<file path="src/rtl/sram_ctrl_pkg.sv">
`timescale 1ns/1ps
package sram_ctrl_pkg;

    typedef enum logic [2:0] {
        ST_IDLE,
        ST_RD_SETUP,
        ST_RD_WAIT,
        ST_RD_CAPTURE,
        ST_TURN,
        ST_WR_SETUP,
        ST_WR_PULSE,
        ST_WR_RECOVER
    } ctrl_state_e;

    function automatic int unsigned max2(input int unsigned a, input int unsigned b);
        return (a > b) ? a : b;
    endfunction

endpackage

</file>
<file path="src/rtl/sram_phase_cnt.sv">
`timescale 1ns/1ps
// Down-counter for phase lengths: a load of N makes done high in the N-th cycle after the load edge.
module sram_phase_cnt #(
    parameter int unsigned CNT_W = 2
) (
    input  logic             clk,
    input  logic             rst,
    input  logic             load,
    input  logic [CNT_W-1:0] load_val,
    output logic             done
);
    logic [CNT_W-1:0] cnt_d, cnt_q;

    always_comb begin
        cnt_d = cnt_q;
        if (load)
            cnt_d = load_val - CNT_W'(1);
        else if (cnt_q != '0)
            cnt_d = cnt_q - CNT_W'(1);
    end

    always_ff @(posedge clk) begin
        if (rst) cnt_q <= '0;
        else     cnt_q <= cnt_d;
    end

    assign done = (cnt_q == '0);
endmodule

</file>
<file path="src/rtl/sram_rd_capture.sv">
`timescale 1ns/1ps
// Holds the byte sampled from the memory at the end of the output-enable window.
module sram_rd_capture #(
    parameter int unsigned DATA_W = 8
) (
    input  logic              clk,
    input  logic              rst,
    input  logic              cap_en,
    input  logic [DATA_W-1:0] din,
    output logic [DATA_W-1:0] dout
);
    logic [DATA_W-1:0] data_d, data_q;

    always_comb begin
        data_d = cap_en ? din : data_q;
    end

    always_ff @(posedge clk) begin
        if (rst) data_q <= '0;
        else     data_q <= data_d;
    end

    assign dout = data_q;
endmodule

</file>
<file path="src/rtl/sram_async_ctrl.sv">
`timescale 1ns/1ps
module sram_async_ctrl
    import sram_ctrl_pkg::*;
#(
    parameter int unsigned ADDR_W   = 15,
    parameter int unsigned DATA_W   = 8,
    parameter int unsigned T_RC     = 2,
    parameter int unsigned T_WP     = 1,
    parameter int unsigned T_DW     = 1,
    parameter int unsigned T_OE_ACC = 1,
    parameter int unsigned T_TURN   = 1
) (
    input  logic              clk,
    input  logic              rst,
    input  logic              req_valid,
    output logic              req_ready,
    input  logic              req_we,
    input  logic [ADDR_W-1:0] req_addr,
    input  logic [DATA_W-1:0] req_wdata,
    output logic              rsp_valid,
    output logic [DATA_W-1:0] rsp_rdata,
    output logic [ADDR_W-1:0] mem_addr,
    output logic              mem_ce_n,
    output logic              mem_oe_n,
    output logic              mem_we_n,
    output logic [DATA_W-1:0] mem_dq_out,
    input  logic [DATA_W-1:0] mem_dq_in,
    output logic              mem_dq_oe
);
    localparam int unsigned RD_LEN  = max2(T_RC, T_OE_ACC);
    localparam int unsigned WP_LEN  = max2(T_WP, T_DW);
    localparam int unsigned CNT_MAX = max2(max2(RD_LEN, WP_LEN), T_TURN);
    localparam int unsigned CNT_W   = $clog2(CNT_MAX + 1);

    typedef struct packed {
        ctrl_state_e       st;
        logic [ADDR_W-1:0] addr;
        logic [DATA_W-1:0] wdata;
        logic              ce_n;
        logic              oe_n;
        logic              we_n;
        logic              dq_oe;
        logic              rsp_v;
        logic              rd_last;
    } regs_t;

    regs_t             r_d, r_q;
    logic              tmr_load;
    logic [CNT_W-1:0]  tmr_val;
    logic              tmr_done;
    logic              cap_en;

    sram_phase_cnt #(.CNT_W(CNT_W)) u_cnt (
        .clk      (clk),
        .rst      (rst),
        .load     (tmr_load),
        .load_val (tmr_val),
        .done     (tmr_done)
    );

    sram_rd_capture #(.DATA_W(DATA_W)) u_cap (
        .clk    (clk),
        .rst    (rst),
        .cap_en (cap_en),
        .din    (mem_dq_in),
        .dout   (rsp_rdata)
    );

    always_comb begin
        r_d       = r_q;
        r_d.rsp_v = 1'b0;
        tmr_load  = 1'b0;
        tmr_val   = '0;
        cap_en    = 1'b0;
        case (r_q.st)
            ST_IDLE: begin
                if (req_valid) begin
                    r_d.addr  = req_addr;
                    r_d.wdata = req_wdata;
                    if (!req_we) begin
                        r_d.st = ST_RD_SETUP;
                    end else if (r_q.rd_last) begin
                        r_d.st   = ST_TURN;
                        tmr_load = 1'b1;
                        tmr_val  = CNT_W'(T_TURN);
                    end else begin
                        r_d.st = ST_WR_SETUP;
                    end
                end
            end
            ST_RD_SETUP: begin
                r_d.st   = ST_RD_WAIT;
                tmr_load = 1'b1;
                tmr_val  = CNT_W'(RD_LEN);
            end
            ST_RD_WAIT: begin
                if (tmr_done) begin
                    cap_en      = 1'b1;
                    r_d.st      = ST_RD_CAPTURE;
                    r_d.rsp_v   = 1'b1;
                    r_d.rd_last = 1'b1;
                end
            end
            ST_RD_CAPTURE: r_d.st = ST_IDLE;
            ST_TURN: begin
                if (tmr_done) r_d.st = ST_WR_SETUP;
            end
            ST_WR_SETUP: begin
                r_d.st      = ST_WR_PULSE;
                r_d.rd_last = 1'b0;
                tmr_load    = 1'b1;
                tmr_val     = CNT_W'(WP_LEN);
            end
            ST_WR_PULSE: begin
                if (tmr_done) r_d.st = ST_WR_RECOVER;
            end
            ST_WR_RECOVER: r_d.st = ST_IDLE;
            default: r_d.st = ST_IDLE;
        endcase
        // Memory-side strobes follow the state being entered, so each pin is a flop.
        r_d.ce_n  = !(r_d.st inside {ST_RD_SETUP, ST_RD_WAIT,
                                     ST_WR_SETUP, ST_WR_PULSE, ST_WR_RECOVER});
        r_d.oe_n  = (r_d.st != ST_RD_WAIT);
        r_d.we_n  = (r_d.st != ST_WR_PULSE);
        r_d.dq_oe = (r_d.st inside {ST_WR_SETUP, ST_WR_PULSE, ST_WR_RECOVER});
    end

    always_ff @(posedge clk) begin
        if (rst) begin
            r_q         <= '0;
            r_q.st      <= ST_IDLE;
            r_q.ce_n    <= 1'b1;
            r_q.oe_n    <= 1'b1;
            r_q.we_n    <= 1'b1;
        end else begin
            r_q <= r_d;
        end
    end

    assign req_ready  = (r_q.st == ST_IDLE);
    assign rsp_valid  = r_q.rsp_v;
    assign mem_addr   = r_q.addr;
    assign mem_ce_n   = r_q.ce_n;
    assign mem_oe_n   = r_q.oe_n;
    assign mem_we_n   = r_q.we_n;
    assign mem_dq_out = r_q.wdata;
    assign mem_dq_oe  = r_q.dq_oe;

    // strobes inactive and drivers released after a reset cycle
    p_reset_safe_r1: assert property (@(posedge clk)
        rst |=> (mem_ce_n && mem_oe_n && mem_we_n && !mem_dq_oe && !rsp_valid));

    // an idle controller leaves the memory deselected and undriven
    p_ready_idle_r2: assert property (@(posedge clk) disable iff (rst)
        req_ready |-> (mem_ce_n && !mem_dq_oe));

    // output enable falls only after chip select has been low for a cycle
    p_oe_after_ce_r3: assert property (@(posedge clk) disable iff (rst)
        $fell(mem_oe_n) |-> ($past(!mem_ce_n) && !mem_ce_n));

    // write strobe rises into a recovery cycle with select and drivers held
    p_recover_r4: assert property (@(posedge clk) disable iff (rst)
        $rose(mem_we_n) |-> (!mem_ce_n && mem_dq_oe));

    // write strobe only inside the chip-select window
    p_we_in_ce_r5: assert property (@(posedge clk) disable iff (rst)
        !mem_we_n |-> !mem_ce_n);

    // chip select leads the write strobe
    p_ce_leads_we_r5: assert property (@(posedge clk) disable iff (rst)
        $fell(mem_we_n) |-> $past(!mem_ce_n));

    // never drive while the memory outputs are enabled
    p_no_contention_r6: assert property (@(posedge clk) disable iff (rst)
        mem_dq_oe |-> mem_oe_n);

    // drivers turn on only after output enable was high the cycle before
    p_turn_gap_r7: assert property (@(posedge clk) disable iff (rst)
        $rose(mem_dq_oe) |-> $past(mem_oe_n));

    // address and outgoing data stable across a select window
    p_addr_stable_r8: assert property (@(posedge clk) disable iff (rst)
        (!mem_ce_n && $past(!mem_ce_n)) |-> ($stable(mem_addr) && $stable(mem_dq_out)));

    // response strobe lasts a single cycle
    p_rsp_pulse_r9: assert property (@(posedge clk) disable iff (rst)
        rsp_valid |=> !rsp_valid);
endmodule

</file>
<file path="config.mk">
export PLATFORM = sky130hd
export DESIGN_NAME = sram_async_ctrl
export DESIGN_NICKNAME = d
export VERILOG_FILES = /design/src/rtl/sram_ctrl_pkg.sv /design/src/rtl/sram_phase_cnt.sv /design/src/rtl/sram_rd_capture.sv /design/src/rtl/sram_async_ctrl.sv
export SDC_FILE = /design/constraint.sdc
export NUM_CORES = 1
export LEC_CHECK = 0
export BUFFER_PORTS_ARGS = -buffer_cell sky130_fd_sc_hd__buf_2
export CAP_MARGIN = 0
export CORE_MARGIN = 4
export CORE_UTILIZATION = 48
export DETAILED_ROUTE_END_ITERATION = 10
export PLACE_DENSITY_LB_ADDON = 0.15
export SLEW_MARGIN = 20
export SYNTH_ARGS = -nofsm -noshare
export SYNTH_HDL_FRONTEND = slang
export SYNTH_SLANG_ARGS = --single-unit
</file>
<file path="constraint.sdc">
create_clock -name clk -period 2.1 [get_ports clk]
set_input_delay 0.315 -clock clk [delete_from_list [all_inputs] [get_ports clk]]
set_output_delay 0.315 -clock clk [all_outputs]
set_load 0.005 [all_outputs]
</file>
==> impl_metrics.env, run 1 <==
export IMPL_grt_pass1_wl_um=6040
export IMPL_post_route_period_util_pct=90.6
export IMPL_detail_route_vias_per_cell=4.74
export IMPL_path_buf_inv=2
export IMPL_seq_area_frac_synth_pct=45.3
export IMPL_max_stage_delay_ps=370
export IMPL_drt_iter0_markers=104
export IMPL_overflow=0
export IMPL_routed_wl_um=3680
export IMPL_rsz0062_at_grt="false"
export IMPL_die_w_um=70.2
export IMPL_relSlewSlack_pct=67.3
export IMPL_clock_sinks=42
export IMPL_die_area_mm2=0.00492
export IMPL_final_area_mm2=0.00218
export IMPL_cp_data_required_time_ps=2310
export IMPL_rows=22
export IMPL_async_flop_share_pct=0
export IMPL_drive_gt1_share_pct=32.8
export IMPL_p_per_area_mw_per_mm2=1310
export IMPL_cts_tree="done"
export IMPL_critPathTopFamily="compound AO/OA/AOI/OAI gates"
export IMPL_die_y_um=70.2
export IMPL_status="finished clean"
export IMPL_max_freq_mhz=526
export IMPL_n_fill_cell=367
export IMPL_first_pass_iters=4
export IMPL_num_nets_final=310
export IMPL_first_global_vias=1427
export IMPL_coreArea_mm2=0.00369
export IMPL_final_cell_mix="buf_2, nand2_1, dfxtp_1, a21oi_1, ha_1"
export IMPL_total_power_mw=2.85
export IMPL_final_common_cell="buf_2"
export IMPL_initial_core_util_pct=50.3
export IMPL_grt_max_degree=24
export IMPL_timing_max_cap_violations=0
export IMPL_r2r_end="mem_ce_n$_SDFF_PP1_"
export IMPL_cp_slowest_cell="dfxtp_2"
export IMPL_cp_start_kind="flop"
export IMPL_dpl_cell_count=308
export IMPL_reg2reg_from="r_q[29]$_SDFF_PP0_"
export IMPL_ff2ff_setup_slack_ps=200
export IMPL_rr_worst_depth=8
export IMPL_syn_num_nets=263
export IMPL_peakVddDrop_mv=0.771
export IMPL_area_growth_pct=17.7
export IMPL_synth_edf_count=0
export IMPL_syn_area_mm2=0.00185
export IMPL_htreeDepth=2
export IMPL_fin_crit_ps=1900
export IMPL_seqCellArea_um2=842
export IMPL_syn_inst=220
export IMPL_hold_class="input pin to flop"
export IMPL_worst_slew_pin_slew_ps=489
export IMPL_clkTransAtPathRegs_ps=80
export IMPL_antenna_found_initial=0
export IMPL_placed_cell_area_mm2=0.00204
export IMPL_crit_end="mem_ce_n$_SDFF_PP1_"
export IMPL_synth_main_ff_cell="dfxtp_1"
export IMPL_final_instance_count_excl_fill=316
export IMPL_hpwl_um=2690
export IMPL_cts_buffer_depth=2
export IMPL_via_count=1499
export IMPL_synth_cell_type_count=33
export IMPL_n_antenna_cell=0
export IMPL_io_pins=72
export IMPL_hold_viol_final=0
export IMPL_antenna_left=0
export IMPL_worstPathArrival_ps=2120
export IMPL_drc=0
export IMPL_post_cts_buffers=0
export IMPL_worstPathCellList="inv_1 > ha_1 > a2111oi_4 > a32oi_2 > inv_1 > ha_1 > nor2b_1 > a31oi_1"
export IMPL_totalNegativeSetupSlack_ps=0
export IMPL_path_class="flop to flop"
export IMPL_wl_per_cell_um=11.7
export IMPL_cts_root_buffer="clkbuf_8"
export IMPL_cts_buffers=5
export IMPL_path_depth=8
export IMPL_multi_input_area_um2=776
export IMPL_final_max_slew_viol_count=0
export IMPL_critPathLaunch="r_q[29]$_SDFF_PP0_"
export IMPL_crit_path_end_kind="flop"
export IMPL_skew_ps=9.23
export IMPL_cp_max_fo=6
export IMPL_gp_congestion=0.775
export IMPL_grt_usage_pct=14.9
export IMPL_synth_warnings=0
export IMPL_port_buffers=71
export IMPL_avgSynthCellArea_um2=8.43
export IMPL_ys_ff_latch=42
export IMPL_setup_viol=0
export IMPL_worstSkewPairLatency_ps=280
export IMPL_p_leak_nw=1.01
export IMPL_hold_buffers=0
## through the flow
step                util (%)  setup slack (ps)  hold WS [ps]
finish                  59.2               198           261
global route            59.2              22.0           261
CTS                     58.4              51.8           254
detailed placement      55.4              66.1           445
global placement        55.4               154           440
floorplan                  -               266           431
## final cells by class
cell class              count  share of cell area (%)
well taps                  48                    2.75
flip-flops and latches     42                    38.6
multi-input cells         139                    35.5
inverters                   5                   0.860
clock inverters             3                    1.83
repair buffers             74                    17.3
clock buffers               5                    3.15
## cell usage after synthesis, drive strengths merged, types with 2 or more instances
| cell type | instances | area [um2] |
|---|---|---|
| inv | 5 | 18.8 |
| nor3 | 2 | 10.0 |
| nand2 | 63 | 236 |
| clkbuf | 3 | 11.3 |
| nor2 | 5 | 18.8 |
| nand3b | 2 | 15.0 |
| buf | 31 | 236 |
| dfxtp | 42 | 841 |
| nand3 | 3 | 15.0 |
| a21oi | 34 | 170 |
| ha | 8 | 100 |
| nor2b | 3 | 18.8 |
## worst min-delay path by stage
stage | start | endpoint | slack, ps | cells after the start
after detailed placement | mem_dq_out[1]$_SDFFE_PP0P_ | mem_dq_out[1]$_SDFFE_PP0P_ | 440 | 2
after CTS | req_wdata[0] | mem_dq_out[0]$_SDFFE_PP0P_ | 250 | 3
after floorplan | req_we | u_cnt.cnt_q[0]$_SDFFE_PP0P_ | 430 | 1
final | req_wdata[0] | mem_dq_out[0]$_SDFFE_PP0P_ | 260 | 3
after global placement | mem_dq_out[1]$_SDFFE_PP0P_ | mem_dq_out[1]$_SDFFE_PP0P_ | 440 | 2
after global routing | mem_dq_in[6] | u_cap.dout[6]$_SDFFE_PP0P_ | 260 | 3
## tightest hold or removal path, cell delays in order
cell and delay (ps):
buf_2 90, nand2_1 40, a21oi_1 50
## sequential cells by signal, indices dropped and copies added (netlist names)
| name | count |
|---|---|
| mem_addr | 15 |
| mem_ce_n | 1 |
| mem_dq_oe | 1 |
| mem_dq_out | 8 |
| mem_oe_n | 1 |
| mem_we_n | 1 |
| r_q | 4 |
| rsp_valid | 1 |
| u_cap.dout | 8 |
| u_cnt.cnt_q | 2 |
## metal layers
metal,vias to the layer above,track usage [%],part of all wire [%]
li1,790,-,-
met1,673,18.3,45
met2,34,25.0,49
met3,2,3.74,5.6
met4,0,5.32,0.46
met5,-,0,0
## timing repair
item / 4_1_cts / 5_1_grt
endpoints found under the hold margin: 0 / 0
setup endpoints to repair: 0 / 2
resized for setup: 0 / 6
## power breakdown
part / switching (mW) / internal (mW)
Clock: 0.261 / 0.350
Sequential: 0.134 / 0.996
Combinational: 0.606 / 0.509
Total: 1.00 / 1.85
## kinds of logic after synthesis
group	synth area share [%]
multiplexers	0.540
AND/OR/NAND/NOR	21.0
AO/OA/AOI/OAI	13.4
adder cells (fa/ha/maj)	5.40
flip-flops	45.3
buffers and inverters	14.4
No activity file was read; power rests on OpenSTA's default activity.
==> run 2: changes to the inputs <==
--- a/config.mk
+++ b/config.mk
@@ -8,9 +8,11 @@
 export BUFFER_PORTS_ARGS = -buffer_cell sky130_fd_sc_hd__buf_2
 export CAP_MARGIN = 0
 export CORE_MARGIN = 4
-export CORE_UTILIZATION = 48
+export CORE_UTILIZATION = 50
+export CTS_BUF_LIST = sky130_fd_sc_hd__clkbuf_4 sky130_fd_sc_hd__clkbuf_8
 export DETAILED_ROUTE_END_ITERATION = 10
 export PLACE_DENSITY_LB_ADDON = 0.15
+export RECOVER_POWER = 100
 export SLEW_MARGIN = 20
 export SYNTH_ARGS = -nofsm -noshare
 export SYNTH_HDL_FRONTEND = slang
==> impl_metrics.env, run 2 (synthesis results as in run 1) <==
export IMPL_timing_max_cap_violations=0
export IMPL_wl_per_cell_um=11.5
export IMPL_critPathLaunch="r_q[30]$_SDFF_PP0_"
export IMPL_met2_usage_pct=26.9
export IMPL_cts_root_buffer="clkbuf_8"
export IMPL_status="finished clean"
export IMPL_skew_ps=6.11
export IMPL_totalNegativeSetupSlack_ps=0
export IMPL_final_max_slew_viol_count=0
export IMPL_io_pins=72
export IMPL_grt_max_degree=30
export IMPL_path_class="flop to flop"
export IMPL_via_count=1505
export IMPL_rr_worst_depth=8
export IMPL_rows=21
export IMPL_cp_max_fo=6
export IMPL_peakVddDrop_mv=0.728
export IMPL_detail_route_vias_per_cell=4.79
export IMPL_clkTransAtPathRegs_ps=80
export IMPL_coreArea_mm2=0.00347
export IMPL_largest_reg_flops=15
export IMPL_antenna_found_initial=0
export IMPL_final_common_cell="nand2_1"
export IMPL_p_per_area_mw_per_mm2=1280
export IMPL_hold_class="input pin to flop"
export IMPL_p_leak_nw=0.901
export IMPL_min_delay_start="req_addr[13]"
export IMPL_n_antenna_cell=0
export IMPL_fin_crit_ps=1870
export IMPL_worstPathArrival_ps=2080
export IMPL_post_cts_buffers=0
export IMPL_place_ws_ps=12.3
export IMPL_worstSkewPairLatency_ps=290
export IMPL_hpwl_um=2690
export IMPL_die_w_um=68.9
export IMPL_setup_ws_ps=231
export IMPL_cp_data_required_time_ps=2310
export IMPL_drive_gt1_share_pct=25.0
export IMPL_n_fill_cell=341
export IMPL_cts_buffer_depth=2
export IMPL_drt_iter0_markers=85
export IMPL_port_buffers=71
export IMPL_cts_buffers=5
export IMPL_final_cell_mix="nand2_1, buf_2, dfxtp_1, a21oi_1, clkbuf_1"
export IMPL_grt_usage_pct=15.7
export IMPL_htreeDepth=2
export IMPL_reg2reg_from="r_q[30]$_SDFF_PP0_"
export IMPL_area_growth_pct=14.8
export IMPL_worst_slew_pin_slew_ps=724
export IMPL_crit_path_end_kind="flop"
export IMPL_hold_viol_final=0
export IMPL_first_global_vias=1327
export IMPL_first_pass_iters=4
export IMPL_use_met1_pct=18.8
export IMPL_antenna_left=0
export IMPL_relSlewSlack_pct=51.6
export IMPL_overflow=0
export IMPL_die_y_um=68.9
export IMPL_grt_pass1_wl_um=5650
export IMPL_grt_use_met3_pct=3.08
export IMPL_hold_depth=3
export IMPL_initial_core_util_pct=53.5
export IMPL_fin_util_pct=61.4
export IMPL_rsz0062_at_grt="false"
export IMPL_ctsResizeCount=1
export IMPL_die_area_mm2=0.00475
export IMPL_num_nets_final=310
export IMPL_drc=0
export IMPL_gp_congestion=0.771
export IMPL_setup_viol=0
export IMPL_cp_start_kind="flop"
export IMPL_max_freq_mhz=535
export IMPL_routed_wl_um=3600
export IMPL_cts_tree="done"
export IMPL_clock_sinks=42
export IMPL_grt_busiest_layer="met2"
export IMPL_hold_buffers=0
export IMPL_post_route_period_util_pct=89.0
==> run 2: metrics by stage <==
stage	cells	power [mW]	instance area (um2)	hold WS [ps]
2_1_floorplan	220	2.01	1850	431
3_3_place_gp	306	2.17	2040	439
3_5_place_dp	306	2.19	2040	444
4_1_cts	314	2.73	2140	244
5_1_grt	314	2.97	2130	253
6_report	314	2.72	2130	253
==> run 2: cell type report <==
type                            count  area (um2)  area share, %
Clock inverter                      2        12.5          0.588
Timing Repair Buffer               74         345           16.2
Tap cell                           46        57.6           2.70
Sequential cell                    42         842           39.6
Inverter                            5        18.8          0.882
Clock buffer                        6        82.6           3.88
Multi-Input combinational cell    139         769           36.2
==> run 2: path summary, 6_finish.rpt <==
kind / slack [ps] / endpoint
worst max register to register: 230 / mem_ce_n$_SDFF_PP1_
worst min-delay path: 250 / mem_addr[13]$_SDFFE_PP0P_
worst min register to register: 450 / mem_dq_out[7]$_SDFFE_PP0P_
worst max-delay path: 230 / mem_ce_n$_SDFF_PP1_
==> run 2: critical path, cell delays in order (launching register included) <==
cell and delay, ps:
dfxtp_1 350, inv_1 90, ha_1 270, a2111oi_4 310, a32oi_2 170, inv_1 100, ha_1 220, nor2b_1 130
a31oi_1 160
==> run 2: routing by layer <==
layer,vias to the layer above,share of wire [%]
li1,792,-
met1,664,44
met3,7,6.8
met2,42,48
met5,-,0
met4,0,1.6
==> run 2: power breakdown <==
group | internal, mW | switching, mW | leakage, nW | total (mW)
clock network | 0.264 | 0.261 | 0.0472 | 0.525
logic | 0.474 | 0.598 | 0.510 | 1.07
registers | 0.996 | 0.130 | 0.344 | 1.13
